`src/rtl/dal_pkg.sv`:
```
// Shared types for the dual addressable bit latch.
// Assumes a 2-bit enable/clear mode field decoded in one place.
package dal_pkg;
    typedef enum logic [1:0] {
        MODE_HOLD  = 2'd0,
        MODE_WRITE = 2'd1,
        MODE_DEMUX = 2'd2,
        MODE_CLEAR = 2'd3
    } dal_mode_e;
endpackage

```
`src/rtl/dal_mode_decode.sv`:
```
// Turns the active-low enable/clear pair into a mode value.
// Purely combinational; both banks share the result.
module dal_mode_decode
    import dal_pkg::*;
(
    input  logic      en_n,
    input  logic      clr_n,
    output dal_mode_e mode
);
    // Select the mode from the two control levels
    always_comb begin
        unique case ({en_n, clr_n})
            2'b01:   mode = MODE_WRITE;
            2'b11:   mode = MODE_HOLD;
            2'b00:   mode = MODE_DEMUX;
            default: mode = MODE_CLEAR;
        endcase
    end
endmodule

```
`src/rtl/dal_bank.sv`:
```
// One bank of BITS stored bits with addressed entry.
// Assumes the mode and address are stable for the cycle; updates on the rising edge only.
module dal_bank
    import dal_pkg::*;
#(
    parameter int BITS   = 4,
    parameter int ADDR_W = $clog2(BITS)
) (
    input  logic              clk,
    input  logic              rst_n,
    input  dal_mode_e         mode,
    input  logic [ADDR_W-1:0] addr,
    input  logic              din,
    output logic [BITS-1:0]   q
);
    logic [BITS-1:0] nxt;

    for (genvar i = 0; i < BITS; i++) begin : g_bit
        logic hit;
        assign hit = (addr == ADDR_W'(i));

        // Next value of bit i for the current mode
        always_comb begin
            unique case (mode)
                MODE_CLEAR: nxt[i] = 1'b0;
                MODE_DEMUX: nxt[i] = hit ? din : 1'b0;
                MODE_WRITE: nxt[i] = hit ? din : q[i];
                default:    nxt[i] = q[i];
            endcase
        end
    end

    // Store the bank on the rising edge
    always_ff @(posedge clk) begin
        if (!rst_n) q <= '0;
        else        q <= nxt;
    end
endmodule

```
`src/rtl/dal_addr_guard.sv`:
```
// Flags an address change across two back-to-back write-mode edges.
// The flag is sticky until the synchronous reset.
module dal_addr_guard
    import dal_pkg::*;
#(
    parameter int ADDR_W = 2
) (
    input  logic              clk,
    input  logic              rst_n,
    input  dal_mode_e         mode,
    input  logic [ADDR_W-1:0] addr,
    output logic              err
);
    logic              was_write;
    logic [ADDR_W-1:0] last_addr;
    logic              moved;

    // Detect a move between this write edge and the previous one
    always_comb moved = (mode == MODE_WRITE) && was_write && (addr != last_addr);

    // Track the previous edge and latch the flag
    always_ff @(posedge clk) begin
        if (!rst_n) begin
            was_write <= 1'b0;
            last_addr <= '0;
            err       <= 1'b0;
        end else begin
            was_write <= (mode == MODE_WRITE);
            last_addr <= addr;
            if (moved) err <= 1'b1;
        end
    end
endmodule

```
`src/rtl/dual_addr_latch.sv`:
```
// Top level: two banks with a shared address, enable and clear, plus the address guard.
// Assumes one clock domain; every stored bit changes only on the rising edge.
module dual_addr_latch
    import dal_pkg::*;
#(
    parameter int BITS   = 4,
    parameter int ADDR_W = 2
) (
    input  logic              clk,
    input  logic              rst_n,
    input  logic [ADDR_W-1:0] addr,
    input  logic              en_n,
    input  logic              clr_n,
    input  logic              din_a,
    input  logic              din_b,
    output logic [BITS-1:0]   q_a,
    output logic [BITS-1:0]   q_b,
    output logic              addr_err
);
    localparam int BANKS = 2;

    dal_mode_e         mode;
    logic [BANKS-1:0]  din_v;
    logic [BITS-1:0]   q_v [BANKS];

    dal_mode_decode u_dec (
        .en_n  (en_n),
        .clr_n (clr_n),
        .mode  (mode)
    );

    assign din_v = {din_b, din_a};

    for (genvar b = 0; b < BANKS; b++) begin : g_bank
        dal_bank #(.BITS(BITS), .ADDR_W(ADDR_W)) u_bank (
            .clk   (clk),
            .rst_n (rst_n),
            .mode  (mode),
            .addr  (addr),
            .din   (din_v[b]),
            .q     (q_v[b])
        );
    end

    assign q_a = q_v[0];
    assign q_b = q_v[1];

    dal_addr_guard #(.ADDR_W(ADDR_W)) u_guard (
        .clk   (clk),
        .rst_n (rst_n),
        .mode  (mode),
        .addr  (addr),
        .err   (addr_err)
    );
endmodule

```
`config.mk`:
```
export PLATFORM = sky130hd
export DESIGN_NAME = dual_addr_latch
export DESIGN_NICKNAME = d
export VERILOG_FILES = /design/src/rtl/dal_pkg.sv /design/src/rtl/dal_mode_decode.sv /design/src/rtl/dal_bank.sv /design/src/rtl/dal_addr_guard.sv /design/src/rtl/dual_addr_latch.sv
export SDC_FILE = /design/constraint.sdc
export NUM_CORES = 1
export LEC_CHECK = 0
export ABC_AREA = 1
export BUFFER_PORTS_ARGS = -buffer_cell sky130_fd_sc_hd__buf_2
export CAP_MARGIN = 40
export CELL_PAD_IN_SITES_DETAIL_PLACEMENT = 0
export CELL_PAD_IN_SITES_GLOBAL_PLACEMENT = 2
export CORE_MARGIN = 3
export CORE_UTILIZATION = 27
export DETAILED_ROUTE_END_ITERATION = 12
export GPL_ROUTABILITY_DRIVEN = 0
export PLACE_DENSITY = 0.78
export SLEW_MARGIN = 20
export SYNTH_ARGS = -nofsm -noshare
export SYNTH_HDL_FRONTEND = slang
export SYNTH_HIERARCHICAL = 1
export SYNTH_SLANG_ARGS = --single-unit
```
`constraint.sdc`:
```
create_clock -name clk -period 1.9 [get_ports clk]
set_input_delay 0.57 -clock clk [delete_from_list [all_inputs] [get_ports clk]]
set_output_delay 0.57 -clock clk [all_outputs]
set_load 0.01 [all_outputs]
```
# Word level (Yosys, flattened, before mapping)
# Index checks and enable logic that the tools add are counted.
# Widths: inputs -> output; s select.
[word_totals] reg_bits=12 word_cells=58
[classes] eq_ne=13 mux=25 reduce_logical=9
[op_table] cell="$pmux 1 s3" count=8
[op_table] cell="$mux 1" count=16
[op_table] cell="$eq 2x2->1 const B" count=5
[op_table] cell="$ne 2x1->1 const B" count=4
[op_table] cell="$reduce_and 2->1" count=4
[op_table] cell="$eq 2x1->1 const B" count=3
[op_table] cell="$pmux 2 s3" count=1
[op_table] cell="$logic_not 2->1" count=2
[op_table] cell="$reduce_bool 3->1" count=1
[op_table] cell="$logic_and 1x1->1" count=2
[op_table] cell="$ne 2x2->1" count=1

# Longest topological paths before layout
[depth] word_depth=5 ltp_mapped=12

# Cells and area by module
# Netlist, hierarchy kept.
[modules_own_cells] mod="dal_bank" n_inst=2 cells_each=51 area_each_um2=301.5 seq_area_each_um2=80.1
[modules_own_cells] mod="dal_addr_guard" n_inst=1 cells_each=22 area_each_um2=167.7 seq_area_each_um2=80.1
[modules_own_cells] mod="dal_mode_decode" n_inst=1 cells_each=7 area_each_um2=43.8 seq_area_each_um2=0.0

# Least setup slack after synthesis
# OpenSTA, ideal clock, no wires.
[synth_timing] path_type="input to register" from="in clr_n" to="reg g_bank[0].u_bank.q[1]" setup_time_ps=114 arrival_time_ps=1604 required_ps=1786 slack_ps=182 path_stages=12 cell_sequence="inv_1 -> ha_1 -> inv_1 -> nand2_1 -> inv_1 -> ha_1 -> nand2_1 -> inv_1 -> nor2_1 -> nor2_1 -> nor2_1 -> nor2_1"
[synth_between] elab_chain_len=5 elab_cells_between_ends=11 cone_classes="eq/ne: 6; mux: 2; reduce/logical: 3"
[synth_rtl] element="start, declared" line_no="dual_addr_latch.sv:13" rtl="input logic clr_n,"
[synth_rtl] element="$eq 2x2->1 (tied with other cells)" line_no="dal_mode_decode.sv:12" rtl="unique case ({en_n, clr_n})"
[synth_rtl] element="$pmux 2 s3 *" line_no="dal_mode_decode.sv:12"
[synth_rtl] element="via mode[1]" line_no="dual_addr_latch.sv:22" rtl="dal_mode_e mode;"
[synth_rtl] element="$eq 2x1->1 / $eq 2x2->1 (equally long branches)" line_no="dal_bank.sv:24" rtl="unique case (mode)"
[synth_rtl] element="$ne 2x1->1 (no line) / $reduce_bool 3->1 (equally long branches)"
[synth_rtl] element="$reduce_and 2->1 (no line)"
[synth_rtl] element="end signal, assigned" line_no="dal_bank.sv:36" rtl="else q <= nxt;"
[synth_rtl] element="end, declared" line_no="dal_bank.sv:14" rtl="output logic [BITS-1:0] q"
# The timed path passes the listed nets; every way through them passes the cells marked *.
# A chain may end at the register's enable or synchronous reset.

# Worst setup path after layout
[layout_timing] from="in clr_n" to="reg g_bank[1].u_bank.q[1]"
[layout_between] elab_chain_len=5 elab_cells_between_ends=11 cone_classes="eq/ne: 6; mux: 2; reduce/logical: 3"
[layout_rtl] element="$eq 2x2->1 (tied with other cells)" line_no="dal_mode_decode.sv:12"
[layout_rtl] element="$pmux 2 s3 *" line_no="dal_mode_decode.sv:12"
[layout_rtl] element="via mode[1]" line_no="dual_addr_latch.sv:22"
[layout_rtl] element="$eq 2x1->1 / $eq 2x2->1 (equally long branches)" line_no="dal_bank.sv:24"
[layout_rtl] element="$ne 2x1->1 (no line) / $reduce_bool 3->1 (equally long branches)"
[layout_rtl] element="$reduce_and 2->1 (no line)"
[layout_rtl] element="end signal, assigned" line_no="dal_bank.sv:36"
[layout_rtl] element="end, declared" line_no="dal_bank.sv:14"
# Marked as above.

==> out/metrics.yaml <==
timing:
  hold_viol: 0
  skew_ns: 0.005951
  timing.final.max_slew_violations: 0
  max_freq_mhz: 589.5
  post-route-period-util_pct: 89.29
  post-route-min-period_ns: 1.696
  rsz0062_at_grt: "false"
  relSlewSlack_pct: 87.68
  worst_slew_pin_slew_ns: 0.1847
  setup_viol: 0
worst_hold_path:
  hold_path_class: "flop to flop"
  hold_path_depth: 2
logic_synthesis:
  synth-xor-area-share_pct: 1.075
  synthAdderAreaFrac_pct: 12.29
  ys_seq_area_share_pct: 29.49
  ys_ff_latch: 12
  async_reset_ff_share_pct: 0
  synthesis.nets: 147
  synth_flop_cell: "dfxtp_1"
  ys_warn_count: 6
  synth_compound_area_share_pct: 10.91
  synth_area_per_cell_sq_um: 6.218
  synth_top_family_by_area: "simple AND/OR/NAND/NOR gates"
  synth_edf_count: 0
  synth_top_area_cell: "dfxtp_1"
  synth_cells: 131
  muxShareOfSynthArea_pct: 0
  synth_most_common_cell: "inv_1"
  ys_types: 13
  synth_top_cell_area_share_pct: 29.49
  synth_common_cells: "31 x inv_1, 28 x nand2_1, 26 x nor2_1"
  syn_area_sq_um: 814.5
  ys_top_cells_by_area: "dfxtp_1 29%, inv_1 14%, nand2_1 13%"
  synthSimpleGateAreaFrac_pct: 31.95
cts:
  cts-resized-gates: 0
  clk_latency_ns: 0.27
  cts_tree: "done"
  clkSinkCount: 12
  postCtsHoldBufs: 0
  cts_max_level: 1
  path_clk_slew_ns: 0.08
  cts_setup_buffers: 0
  root_buffer: "clkbuf_4"
  cts_buffers: 3
  cts_buffer_depth: 2
floorplanning:
  initial_utilization_pct: 29.04
  dieArea_sq_um: 3712
  rows: 19
  io_pins: 17
  die_w_um: 60.93
  dieHeight_um: 60.93
  coreArea_sq_um: 2805
critical_path:
  crit-reg2reg-launch: "u_guard/last_addr[0]"
  cp_data_required_time_ns: 2.07
  cp.arrival_ns: 1.86
  endpoint: "g_bank[1].u_bank/q[1]"
  crit_start: "clr_n"
  ff2ff_path_depth: 6
  setup.worst_path.class: "input port to flop"
  reg2reg_to: "u_guard/err"
  path_max_fanout: 5
  cp-end-kind: "flop"
  startpoint_type: "input port"
  reg2reg_slack_ns: 1.16
route:
  vias: 788
  ant_nets: 0
  route.detailed.drc: 0
  drt-pass1-iter-count: 4
  routedWlPerCell_um: 9.614
  drt_wl_total_um: 1769
  drt-vias-per-instance: 4.283
  dr.first_iter.drc_count: 34
power:
  finalPower_mw: 0.6333
  ir_drop_uv: 260.0
  power_density_nw_per_um2: 643.2
  p_leak_nw: 0.5651
layout:
  fin_nets: 170
  final_cells: 184
  area_delta_synth_final_pct: 20.89
  drive_above_1_share_pct: 15.69
  diodes: 0
placement:
  io_buffer_count: 16
  dp_hpwl_um: 1418
  place_inst: 180
grt:
  grt_first_pass_wirelength_um: 3194
  antenna_found_initial: 0
  grt_max_degree: 12
  grt.overflow.total: 0
  grt_pass1_vias: 785
  grtUsageTotal_pct: 11.56
run:
  drv_cap: 0
run_status:
  status: "complete, no violations"
## flip-flops by register name, summed over array words and instances (netlist names)
name,cells
u_guard/err,1
g_bank.u_bank/q,8
u_guard/was_write,1
u_guard/last_addr,2
## critical path, cell delays in order
cell     delay, ns
buf_2         0.10
inv_1         0.07
ha_1          0.14
inv_1         0.03
nand2_1       0.14
inv_1         0.08
ha_1          0.25
nand2_1       0.13
inv_1         0.06
nor2_1        0.12
nor2_1        0.06
nor2_1        0.08
nor2_1        0.04
## how the worst min path moves through the flow
stage                               start               endpoint  slack [ns]
finish                        u_guard/err            u_guard/err        0.46
global route        g_bank[0].u_bank/q[3]  g_bank[0].u_bank/q[3]        0.50
CTS                           u_guard/err            u_guard/err        0.47
detailed placement            u_guard/err            u_guard/err        0.45
global placement              u_guard/err            u_guard/err        0.45
floorplan                     u_guard/err            u_guard/err        0.48
## metrics by stage
step                instance area [sq um]  setup TNS (ns)  hold WS (ns)  worst slack [ns]  utilization (%)
global placement                    948.4         -0.1979        0.4496          -0.05861            33.81
floorplan                           814.5               0        0.4835            0.1816                -
global route                        984.7               0        0.5001           0.01112            35.10
detailed placement                  948.4         -0.3949        0.4530          -0.09235            33.81
CTS                                 984.7               0        0.4671            0.2006            35.10
finish                              984.7               0        0.4586            0.2035            35.10
## cells by family after synthesis
| family | Yosys count |
|---|---|
| AND/OR/NAND/NOR | 64 |
| AO/OA/AOI/OAI | 15 |
| adder cells (fa/ha/maj) | 8 |
| XOR/XNOR | 1 |
| buffers and inverters | 31 |
| flip-flops | 12 |
## final cells by class
class                      count  area, sq um
fill                         316         1821
inverter                      31        116.4
clock buffer                   4        36.28
multi-input combinational     88        457.9
tap                           31        38.79
sequential                    12        240.2
timing repair buffer          18        95.09
## routing by layer
layer | share of wire [%] | vias up | global-route usage (%)
met5 | 0 | - | 0
met4 | 0.57 | 0 | 4.644
met3 | 4.0 | 2 | 2.766
met2 | 43 | 10 | 18.32
met1 | 53 | 340 | 15.07
li1 | - | 436 | -
## power breakdown
part	internal, mW	switching [mW]	leakage (nW)
registers	0.262	0.00408	0.0977
clock network	0.116	0.0890	0.0210
logic	0.0615	0.100	0.446
## layout by cell type (no fill, tap or decap)
cell type / instances
a21boi_1: 4
a21oi_1: 6
a21oi_2: 1
buf_2: 16
buf_4: 2
clkbuf_4: 3
clkbuf_8: 1
dfxtp_1: 12
ha_1: 8
inv_1: 31
nand2_1: 28
nand3_1: 8
nor2_1: 26
nor3_1: 1
nor3b_2: 1
o21ai_0: 4
xnor2_1: 1
Note: power is estimated with default switching activity, not from simulation.
